**config.mk**
```make
export PLATFORM = sky130hd
export DESIGN_NAME = wide_cmp_timer
export DESIGN_NICKNAME = d
export VERILOG_FILES = /design/src/rtl/tmr_pkg.sv /design/src/rtl/tmr_counter.sv /design/src/rtl/tmr_cmp_chan.sv /design/src/rtl/wide_cmp_timer.sv
export SDC_FILE = /design/constraint.sdc
export NUM_CORES = 1
export LEC_CHECK = 0
export ABC_CLOCK_PERIOD_IN_PS = 4400
export BUFFER_PORTS_ARGS = -buffer_cell sky130_fd_sc_hd__buf_2
export CORE_ASPECT_RATIO = 1.4
export CORE_UTILIZATION = 55
export DETAILED_ROUTE_END_ITERATION = 10
export PLACE_DENSITY = 0.74
export SYNTH_ARGS = -nofsm -noshare
export SYNTH_HDL_FRONTEND = slang
export SYNTH_HIERARCHICAL = 1
export SYNTH_SLANG_ARGS = --single-unit
export TNS_END_PERCENT = 50
```
**constraint.sdc**
```tcl
create_clock -name clk -period 4.4 [get_ports clk]
set_clock_uncertainty 0.1 [all_clocks]
set_input_delay 0.88 -clock clk [delete_from_list [all_inputs] [get_ports clk]]
set_output_delay 0.88 -clock clk [all_outputs]
set_load 0.02 [all_outputs]
```
**src/rtl/tmr_pkg.sv**
```systemverilog
// Shared constants for the compare timer: register byte addresses and
// channel indices. The addresses are the software contract of the block.
package tmr_pkg;
    localparam int NCH = 2;
    localparam int CH_A = 0;
    localparam int CH_B = 1;

    localparam logic [7:0] A_CTRL    = 8'h00;
    localparam logic [7:0] A_CMPA_HI = 8'h10;
    localparam logic [7:0] A_CMPA_LO = 8'h14;
    localparam logic [7:0] A_CMPB_HI = 8'h18;
    localparam logic [7:0] A_CMPB_LO = 8'h1C;
    localparam logic [7:0] A_BCNT_HI = 8'h20;
    localparam logic [7:0] A_BCNT_LO = 8'h24;
    localparam logic [7:0] A_LCNT_HI = 8'h28;
    localparam logic [7:0] A_LCNT_LO = 8'h2C;
    localparam logic [7:0] A_PRE_HI  = 8'h30;
    localparam logic [7:0] A_PRE_LO  = 8'h34;
    localparam logic [7:0] A_MSTAT   = 8'h40;
    localparam logic [7:0] A_RSTAT   = 8'h44;
    localparam logic [7:0] A_ENSET   = 8'h48;
    localparam logic [7:0] A_ENCLR   = 8'h4C;
    localparam logic [7:0] A_FLGCLR  = 8'h50;

    localparam int PRE_ZERO_BIT = 30;
endpackage

```
**src/rtl/tmr_counter.sv**
```systemverilog
// Free-running up-counter with a load port.
// Assumes: a load has priority over a step; the step wraps modulo 2**CNT_W.
// Provides the step flag and the stepped value so compare logic can detect
// a match on the same edge that the counter moves.
module tmr_counter #(
    parameter int CNT_W = 48
) (
    input  logic             clk,
    input  logic             rst_n,
    input  logic             run,
    input  logic             ld_en,
    input  logic [CNT_W-1:0] ld_val,
    output logic [CNT_W-1:0] cnt,
    output logic             step,
    output logic [CNT_W-1:0] step_val
);
    logic [CNT_W-1:0] cnt_q;

    // step happens only when running and no load competes
    always_comb begin
        step     = run && !ld_en;
        step_val = cnt_q + {{(CNT_W-1){1'b0}}, 1'b1};
    end

    // counter register: reset, load, step or hold
    always_ff @(posedge clk) begin
        if (!rst_n)       cnt_q <= '0;
        else if (ld_en)   cnt_q <= ld_val;
        else if (run)     cnt_q <= step_val;
    end

    assign cnt = cnt_q;


    hold_chk: assert property (@(posedge clk) disable iff (!rst_n)
        (!run && !ld_en) |=> (cnt_q == $past(cnt_q)));

    step_chk: assert property (@(posedge clk) disable iff (!rst_n)
        (run && !ld_en) |=> (cnt_q == $past(cnt_q) + {{(CNT_W-1){1'b0}}, 1'b1}));

    load_chk: assert property (@(posedge clk) disable iff (!rst_n)
        ld_en |=> (cnt_q == $past(ld_val)));
endmodule

```
**src/rtl/tmr_cmp_chan.sv**
```systemverilog
// One compare channel: a staged 48-bit target, a sticky match flag and an
// enable bit.
// Assumes: the high word is written before the low word, and the low write
// commits both halves. A match seen on the same edge as a flag clear wins.
module tmr_cmp_chan #(
    parameter int CNT_W = 48
) (
    input  logic             clk,
    input  logic             rst_n,
    input  logic             hi_we,
    input  logic             lo_we,
    input  logic [31:0]      wdata,
    input  logic             step,
    input  logic [CNT_W-1:0] step_val,
    input  logic             en_set,
    input  logic             en_clr,
    input  logic             flag_clr,
    output logic [CNT_W-1:0] target,
    output logic             flag,
    output logic             en
);
    localparam int HI_W = CNT_W - 32;

    logic [HI_W-1:0]  hi_stage_q;
    logic [CNT_W-1:0] target_q;
    logic             flag_q;
    logic             en_q;
    logic             hit;

    // match when the counter steps onto the committed target
    assign hit = step && (step_val == target_q);

    // stage high word, commit whole target on the low write
    always_ff @(posedge clk) begin
        if (!rst_n) begin
            hi_stage_q <= '0;
            target_q   <= '0;
        end else begin
            if (hi_we) hi_stage_q <= wdata[HI_W-1:0];
            if (lo_we) target_q   <= {hi_stage_q, wdata};
        end
    end

    // sticky flag: set by match, cleared by write-one, match wins
    always_ff @(posedge clk) begin
        if (!rst_n)        flag_q <= 1'b0;
        else if (hit)      flag_q <= 1'b1;
        else if (flag_clr) flag_q <= 1'b0;
    end

    // enable bit driven by separate set and clear strobes
    always_ff @(posedge clk) begin
        if (!rst_n)      en_q <= 1'b0;
        else if (en_set) en_q <= 1'b1;
        else if (en_clr) en_q <= 1'b0;
    end

    assign target = target_q;
    assign flag   = flag_q;
    assign en     = en_q;


    rise_on_hit_chk: assert property (@(posedge clk) disable iff (!rst_n)
        $rose(flag_q) |-> $past(hit));

    flag_clr_chk: assert property (@(posedge clk) disable iff (!rst_n)
        (flag_clr && !hit) |=> !flag_q);

    hit_wins_chk: assert property (@(posedge clk) disable iff (!rst_n)
        hit |=> flag_q);
endmodule

```
**src/rtl/wide_cmp_timer.sv**
```systemverilog
// Top of the compare timer: bus decode, control and preset registers,
// the buffered count view and the interrupt combine.
// Assumes: single-cycle bus strobes, combinational read data, and
// CNT_W between 33 and 64 so the high count half fits one bus word.
module wide_cmp_timer #(
    parameter int CNT_W = 48
) (
    input  logic        clk,
    input  logic        rst_n,
    input  logic [7:0]  bus_addr,
    input  logic        bus_wr,
    input  logic        bus_rd,
    input  logic [31:0] bus_wdata,
    output logic [31:0] bus_rdata,
    output logic        irq
);
    import tmr_pkg::*;

    localparam int HI_W  = CNT_W - 32;
    localparam int PAD_W = 32 - HI_W;

    logic             run_q;
    logic [31:0]      pre_hi_q;
    logic [CNT_W-1:0] cnt_buf_q;
    logic [CNT_W-1:0] cnt;
    logic             step;
    logic [CNT_W-1:0] step_val;
    logic             ld_en;
    logic [CNT_W-1:0] ld_val;
    logic             cap;

    logic [NCH-1:0]   hi_we, lo_we, en_set, en_clr, flag_clr;
    logic [NCH-1:0]   flag, en;
    logic [CNT_W-1:0] target [NCH];
    logic [NCH-1:0]   masked;

    // decode of strobes that act on the counter path
    always_comb begin
        ld_en  = bus_wr && (bus_addr == A_PRE_LO);
        ld_val = pre_hi_q[PRE_ZERO_BIT] ? '0 : {pre_hi_q[HI_W-1:0], bus_wdata};
        cap    = bus_rd && (bus_addr == A_BCNT_HI);
    end

    // decode of per-channel strobes
    always_comb begin
        hi_we[CH_A]  = bus_wr && (bus_addr == A_CMPA_HI);
        lo_we[CH_A]  = bus_wr && (bus_addr == A_CMPA_LO);
        hi_we[CH_B]  = bus_wr && (bus_addr == A_CMPB_HI);
        lo_we[CH_B]  = bus_wr && (bus_addr == A_CMPB_LO);
        en_set   = (bus_wr && (bus_addr == A_ENSET))  ? bus_wdata[NCH-1:0] : '0;
        en_clr   = (bus_wr && (bus_addr == A_ENCLR))  ? bus_wdata[NCH-1:0] : '0;
        flag_clr = (bus_wr && (bus_addr == A_FLGCLR)) ? bus_wdata[NCH-1:0] : '0;
    end

    // control and preset-word registers
    always_ff @(posedge clk) begin
        if (!rst_n) begin
            run_q    <= 1'b0;
            pre_hi_q <= '0;
        end else if (bus_wr) begin
            if (bus_addr == A_CTRL)   run_q    <= bus_wdata[0];
            if (bus_addr == A_PRE_HI) pre_hi_q <= bus_wdata;
        end
    end

    // buffer the whole count when its high half is read
    always_ff @(posedge clk) begin
        if (!rst_n)   cnt_buf_q <= '0;
        else if (cap) cnt_buf_q <= cnt;
    end

    tmr_counter #(.CNT_W(CNT_W)) u_cnt (
        .clk      (clk),
        .rst_n    (rst_n),
        .run      (run_q),
        .ld_en    (ld_en),
        .ld_val   (ld_val),
        .cnt      (cnt),
        .step     (step),
        .step_val (step_val)
    );

    for (genvar g = 0; g < NCH; g++) begin : g_ch
        tmr_cmp_chan #(.CNT_W(CNT_W)) u_ch (
            .clk      (clk),
            .rst_n    (rst_n),
            .hi_we    (hi_we[g]),
            .lo_we    (lo_we[g]),
            .wdata    (bus_wdata),
            .step     (step),
            .step_val (step_val),
            .en_set   (en_set[g]),
            .en_clr   (en_clr[g]),
            .flag_clr (flag_clr[g]),
            .target   (target[g]),
            .flag     (flag[g]),
            .en       (en[g])
        );
    end

    // interrupt combine
    always_comb begin
        masked = flag & en;
        irq    = |masked;
    end

    // read data multiplexer
    always_comb begin
        bus_rdata = '0;
        case (bus_addr)
            A_CTRL:    bus_rdata = {31'b0, run_q};
            A_CMPA_HI: bus_rdata = {{PAD_W{1'b0}}, target[CH_A][CNT_W-1:32]};
            A_CMPA_LO: bus_rdata = target[CH_A][31:0];
            A_CMPB_HI: bus_rdata = {{PAD_W{1'b0}}, target[CH_B][CNT_W-1:32]};
            A_CMPB_LO: bus_rdata = target[CH_B][31:0];
            A_BCNT_HI: bus_rdata = {{PAD_W{1'b0}}, cnt[CNT_W-1:32]};
            A_BCNT_LO: bus_rdata = cnt_buf_q[31:0];
            A_LCNT_HI: bus_rdata = {{PAD_W{1'b0}}, cnt[CNT_W-1:32]};
            A_LCNT_LO: bus_rdata = cnt[31:0];
            A_PRE_HI:  bus_rdata = pre_hi_q;
            A_MSTAT:   bus_rdata = {{(32-NCH){1'b0}}, masked};
            A_RSTAT:   bus_rdata = {{(32-NCH){1'b0}}, flag};
            default:   bus_rdata = '0;
        endcase
    end


    buf_cap_chk: assert property (@(posedge clk) disable iff (!rst_n)
        cap |=> (cnt_buf_q == $past(cnt)));

    buf_keep_chk: assert property (@(posedge clk) disable iff (!rst_n)
        !cap |=> (cnt_buf_q == $past(cnt_buf_q)));

    irq_quiet_chk: assert property (@(posedge clk) disable iff (!rst_n)
        (en == '0) |-> !irq);
endmodule

```
==> results of run 1 <==
[critical path: stages]
cell	delay [ps]
buf_2	270
or4b_1	860
nor2_1	210
a221oi_1	100
o221ai_1	320
buf_2	240
[cell families (layout without fill, tap and decap cells)]
logic type	Yosys count	in the layout	share of synthesized area (%)
AO/OA/AOI/OAI	308	308	14.8
buffers and inverters	137	187	4.69
multiplexers	155	155	11.1
AND/OR/NAND/NOR	616	616	23.8
XOR/XNOR	173	173	10.7
flip-flops	245	245	34.8
adder cells (fa/ha/maj)	1	1	0.0887
[cell usage after synthesis (5+ instances only)]
| library cell | number |
|---|---|
| dfxtp_1 | 245 |
| nor2b_1 | 179 |
| nand2_1 | 170 |
| mux2i_1 | 148 |
| xnor2_1 | 106 |
| o21ai_0 | 73 |
| xor2_1 | 67 |
| clkbuf_1 | 62 |
| nor2_1 | 61 |
| a21boi_1 | 60 |
| nand4_1 | 46 |
| a22oi_1 | 43 |
| nand3_1 | 42 |
| a21oi_1 | 38 |
| buf_2 | 38 |
| a22o_1 | 24 |
| nor3_1 | 22 |
| nor4_1 | 22 |
| buf_4 | 18 |
| a31oi_1 | 15 |
| or3_1 | 14 |
| inv_1 | 10 |
| or4_1 | 9 |
| a32oi_1 | 8 |
| and4_1 | 8 |
| and2_1 | 7 |
| mux2_2 | 7 |
| and3_1 | 6 |
| nand3b_1 | 6 |
| o211ai_1 | 5 |
| o31ai_1 | 5 |
[layer usage]
layer | vias up | wire length, microns | GRT usage (%) | part of all wire, %
li1 | 5815 | - | - | -
met1 | 6169 | 18900 | 45.8 | 38
met2 | 715 | 23600 | 63.0 | 47
met3 | 203 | 4000 | 5.60 | 8.0
met4 | 0 | 3250 | 22.7 | 6.5
met5 | - | 0 | 0 | 0
[sequential cells by signal, summed over array words and instances (netlist names)]
name / cells
g_ch.u_ch/flag: 2
cnt_buf_q: 32
g_ch.u_ch/target: 96
u_cnt/cnt: 48
g_ch.u_ch/hi_stage_q: 32
g_ch.u_ch/en: 2
run_q: 1
pre_hi_q: 32
[final cells by class]
class                      instances  area [sq um]
timing repair buffer             131           846
clock buffer                      32           692
tap                              319           399
multi-input combinational       1253          8550
sequential                       245          4910
inverter                          13          48.8
clock inverter                    11           119
fill                            2249          9730
[final timing paths]
kind / end / slack (ps) / cells past startpoint
hold / removal: pre_hi_q[23]$_SDFFE_PN0P_ / 350 / 2
setup / recovery: bus_rdata[0] / 530 / 6
hold reg to reg: pre_hi_q[23]$_SDFFE_PN0P_ / 350 / 2
setup reg to reg: g_ch[0].u_ch/flag$_SDFFE_PN0P_ / 760 / 10
[cell usage in the layout (no fill, tap or decap), drive strengths merged, types with 43 or more instances in the layout]
cell type	synthesis	routed
nor2b	179	179
a22oi	43	43
xor2	67	67
o21ai	75	75
mux2i	148	148
buf	61	131
nand4	48	48
dfxtp	245	245
nand2	170	170
nor2	61	61
xnor2	106	106
a21boi	64	64
[report_power, final]
group | leakage [nW] | switching (mW) | internal [mW]
logic | 2.85 | 0.150 | 0.0827
clock network | 0.389 | 0.927 | 1.23
registers | 1.97 | 0.00647 | 2.22
[metrics by stage]
stage | setup WS (ps) | area [sq um] | power [mW] | hold WS [ps] | util (%)
3_5_place_dp | 635 | 14800 | 2.50 | 347 | 58.3
2_1_floorplan | 1010 | 14100 | 2.40 | 331 | -
5_1_grt | 521 | 15600 | 4.72 | 371 | 61.5
3_3_place_gp | 628 | 14800 | 2.50 | 338 | 58.3
4_1_cts | 635 | 15600 | 4.62 | 355 | 61.5
6_report | 525 | 15600 | 4.61 | 355 | 61.5
==> results.py, run 1 <==
metrics = {
    "run_status": {
        "status": "complete, no violations",
    },
    "die": {
        "die_x_microns": 137,
        "rows": 69,
        "pin_count": 77,
        "die_h_microns": 191,
        "start_util_pct": 55.7,
        "core_sq_um": 25300,
        "die_area_sq_um": 26300,
    },
    "min_path": {
        "hp-start": "pre_hi_q[23]$_SDFFE_PN0P_",
        "hold_class": "flop to flop",
    },
    "layout": {
        "stdcell_count": 2004,
        "final_net_count": 1714,
        "areaGrowthSynthToFinish_pct": 10.4,
        "drive_gt1_share_pct": 11.9,
        "diodes": 0,
    },
    "logic_synthesis": {
        "synth_cell_types": 67,
        "synth_top_area_share_pct": 34.8,
        "synth_top_area_cell": "dfxtp_1",
        "synth_area_leaders": "dfxtp_1, mux2i_1, nor2b_1",
        "syn_inst": 1635,
        "yosysWarnings": 6,
        "async_flop_share_pct": 0,
        "synth_ff_type": "dfxtp_1",
        "syn-cell-area_sq_um": 14100,
        "ys_seq_area_share_pct": 34.8,
        "synth_edf_count": 0,
        "syn_avg_cell_area_sq_um": 8.62,
        "syn_nets": 1680,
        "synth_seq_cells": 245,
    },
    "sta": {
        "worstMarginPinSlew_ps": 853,
        "setup_viol": 0,
        "period_needed_ps": 3870,
        "hold_viol_final": 0,
        "timing.final.crit_share_pct": 88.1,
        "slew_headroom_pct": 43.1,
        "slew_viol_final": 0,
        "max_freq_ghz": 0.258,
        "rsz0062_at_grt": "no",
        "tns_ps": 0,
    },
    "global_route": {
        "antenna_found_initial": 0,
        "grt_pass1_vias": 12017,
        "track_usage_pct": 37.9,
        "grt_pass1_wl_microns": 73800,
        "grt_max_degree": 98,
        "grt_overflow_total": 0,
    },
    "clock_tree": {
        "clkTransAtPathRegs_ps": 60,
        "post_cts_buffers": 0,
        "cts_made_buffers": 25,
        "clk_latency_ps": 550,
        "cts-root-buf": "clkbuf_16",
        "cts_resized": 0,
        "postCtsHoldBufs": 0,
        "cts.sinks": 245,
        "cts_tree": "done",
        "h-tree-depth": 1,
        "cts_buffer_depth": 3,
    },
    "setup_path": {
        "rr_startpoint": "u_cnt/cnt[0]$_SDFFE_PN0P_",
        "cp_data_arrival_time_ps": 2890,
        "cp-start-kind": "input port",
        "worstSetupStartpoint": "bus_addr[4]",
        "crit_path_max_fanout": 18,
        "path_class": "input port to output pin",
        "required_ps": 3420,
        "critPathCaptureType": "output pin",
    },
    "placement": {
        "port_buffers": 76,
        "place_congestion": 1.04,
        "dp.final_hpwl_microns": 35300,
        "dpl.cell_count": 1961,
    },
    "power": {
        "powerDensity_nw_per_um2": 296,
        "ir_drop_mv": 0.296,
        "p_leak_nw": 5.21,
    },
    "routing": {
        "drtIter0Drc": 1386,
        "avgRoutedWirePerCell_microns": 24.8,
        "routed_wl_microns": 49700,
        "final_antenna_net_count": 0,
        "drc": 0,
        "num_vias": 12902,
        "vias_per_cell": 6.44,
        "drt_pass1_iterations": 6,
    },
    "job": {
        "cap_violations": 0,
    },
}
(Power assumes the default switching activity.)
==> run 2, diff against run 1 <==
--- a/config.mk
+++ b/config.mk
@@ -9,7 +9,8 @@
 export BUFFER_PORTS_ARGS = -buffer_cell sky130_fd_sc_hd__buf_2
 export CORE_ASPECT_RATIO = 1.4
-export CORE_UTILIZATION = 55
+export CORE_MARGIN = 5
+export CORE_UTILIZATION = 30
 export DETAILED_ROUTE_END_ITERATION = 10
-export PLACE_DENSITY = 0.74
+export PLACE_DENSITY = 0.46
 export SYNTH_ARGS = -nofsm -noshare
 export SYNTH_HDL_FRONTEND = slang
==> constraint.sdc (replaced) <==
create_clock -name clk -period 4.4 [get_ports clk]
set_clock_uncertainty 0.1 [all_clocks]
set_input_delay 0.88 -clock clk [delete_from_list [all_inputs] [get_ports clk]]
set_output_delay 0.88 -clock clk [all_outputs]
set_load 0.1 [all_outputs]
==> run 2 against run 1 <==
Largest power group is now clock; via count is 3.1% lower; design area up 8.0%; first-iteration DRC count fell by 31%; flip-flop and latch count unchanged; routed wire length up 17%; critical endpoint is now bus_rdata[13]; global-route usage fell by 16 points; die area up 96%; critical path depth increased by 1; combinational power is 7% higher; cell count up 17%.
==> results.py, run 2 (synthesis results as in run 1) <==
metrics = {
    "layout": {
        "drive_gt1_share_pct": 13.4,
        "fin_area_sq_um": 16800,
        "largest_reg_flops": 96,
        "final_net_count": 1735,
        "layout_common_cells": "dfxtp_1, nor2b_1, nand2_1",
        "layout_commonest_cell": "dfxtp_1",
        "fillers": 4861,
        "areaGrowthSynthToFinish_pct": 19.3,
        "diodes": 0,
    },
    "setup_path": {
        "cpPeakStageDelay_ps": 840,
        "path_delay_family": "simple AND/OR/NAND/NOR gates",
        "critPathCaptureType": "output pin",
        "cp-start-kind": "input port",
        "crit_buf_inv": 3,
        "crit_path_max_fanout": 18,
        "path_cells": "buf_2, or4b_1, buf_4, nor2_1, a32oi_1, o211ai_1, buf_12",
        "cp_data_arrival_time_ps": 3070,
        "worst_path_max_delay_cell": "or4b_1",
        "path_class": "input port to output pin",
        "required_ps": 3420,
    },
    "routing": {
        "final_antenna_net_count": 0,
        "drtIter0Drc": 963,
        "drt_pass1_iterations": 5,
        "avgRoutedWirePerCell_microns": 24.8,
        "drc": 0,
        "routed_wl_microns": 57900,
        "num_vias": 12502,
        "vias_per_cell": 5.35,
    },
    "sta": {
        "max_freq_ghz": 0.247,
        "slew_viol_final": 0,
        "tns_ps": 0,
        "hold_viol_final": 0,
        "slew_headroom_pct": 28.3,
        "whs_ps": 352,
        "period_needed_ps": 4050,
        "setup_viol": 0,
        "worstMarginPinSlew_ps": 1080,
        "rsz0062_at_grt": "no",
        "timing.final.crit_share_pct": 92.0,
    },
    "die": {
        "rows": 94,
        "core_sq_um": 46800,
        "die_x_microns": 193,
        "die_h_microns": 266,
        "pin_count": 77,
        "die_area_sq_um": 51500,
        "start_util_pct": 30.1,
    },
    "global_route": {
        "antenna_found_initial": 1,
        "grt_overflow_total": 0,
        "grt_pass1_vias": 12424,
        "track_usage_pct": 21.8,
        "grt_pass1_wl_microns": 85800,
        "grt_max_degree": 118,
    },
    "power": {
        "p_leak_nw": 5.48,
        "powerDensity_nw_per_um2": 302,
        "ir_drop_mv": 0.262,
    },
    "placement": {
        "place_congestion": 0.951,
        "port_buffers": 76,
        "place_area_sq_um": 15800,
        "dp.final_hpwl_microns": 41400,
    },
    "clock_tree": {
        "cts_buffer_depth": 3,
        "cts_resized": 0,
        "postCtsHoldBufs": 0,
        "cts-root-buf": "clkbuf_16",
        "post_cts_buffers": 0,
        "cts.sinks": 245,
        "h-tree-depth": 1,
        "cts_made_buffers": 28,
        "clkTransAtPathRegs_ps": 60,
        "cts_tree": "done",
        "clk_latency_ps": 570,
    },
    "job": {
        "cap_violations": 0,
    },
    "min_path": {
        "hold_class": "flop to flop",
    },
    "run_status": {
        "status": "complete, no violations",
    },
}
-- run 2: final cells by class --
type                            instances  area (sq um)  share of cell area, %
Inverter                               13          48.8                  0.290
Timing Repair Buffer                  149          1500                   8.94
Clock buffer                           33           751                   4.47
Sequential cell                       245          4910                   29.2
Tap cell                              624           781                   4.64
Multi-Input combinational cell       1253          8560                   50.9
Clock inverter                         19           260                   1.55
-- run 2: routing by layer --
layer	global-route usage (%)	share of wire, %
met2	38.2	49
met3	2.83	4.7
met1	27.5	42
met5	0	0
met4	7.70	3.7
-- run 2: report_power, final --
part,internal (mW),switching (mW)
clock,1.57,1.02
combinational,0.0857,0.164
sequential,2.22,0.00568
-- run 2: final timing paths --
path	from	endpoint	slack, ps	cells after the start
setup / recovery	bus_addr[4]	bus_rdata[13]	350	7
hold / removal	cnt_buf_q[20]$_SDFFE_PN0P_	cnt_buf_q[20]$_SDFFE_PN0P_	350	2
setup reg to reg	u_cnt/cnt[16]$_SDFFE_PN0P_	g_ch[1].u_ch/flag$_SDFFE_PN0P_	470	12
hold reg to reg	cnt_buf_q[20]$_SDFFE_PN0P_	cnt_buf_q[20]$_SDFFE_PN0P_	350	2
-- run 2: worst reg2reg max path: cells and delay by family, from the launching register on --
kind	cells	cell delay (ps)
and+or+nand+nor	7	2170
AOI/OAI and AO/OA	1	170
xor gates and xnor gates	2	500
DFF	1	520
buffers and inverters	2	390
-- run 2: per-stage QoR --
stage | cells | worst slack, ps | power, mW | util (%)
after floorplan | 1635 | -478 | 2.40 | -
after global placement | 2284 | 495 | 2.52 | 33.8
after detailed placement | 2284 | 423 | 2.52 | 33.8
after CTS | 2336 | 423 | 5.13 | 35.9
after global routing | 2336 | 327 | 5.25 | 35.9
final | 2336 | 354 | 5.07 | 35.9
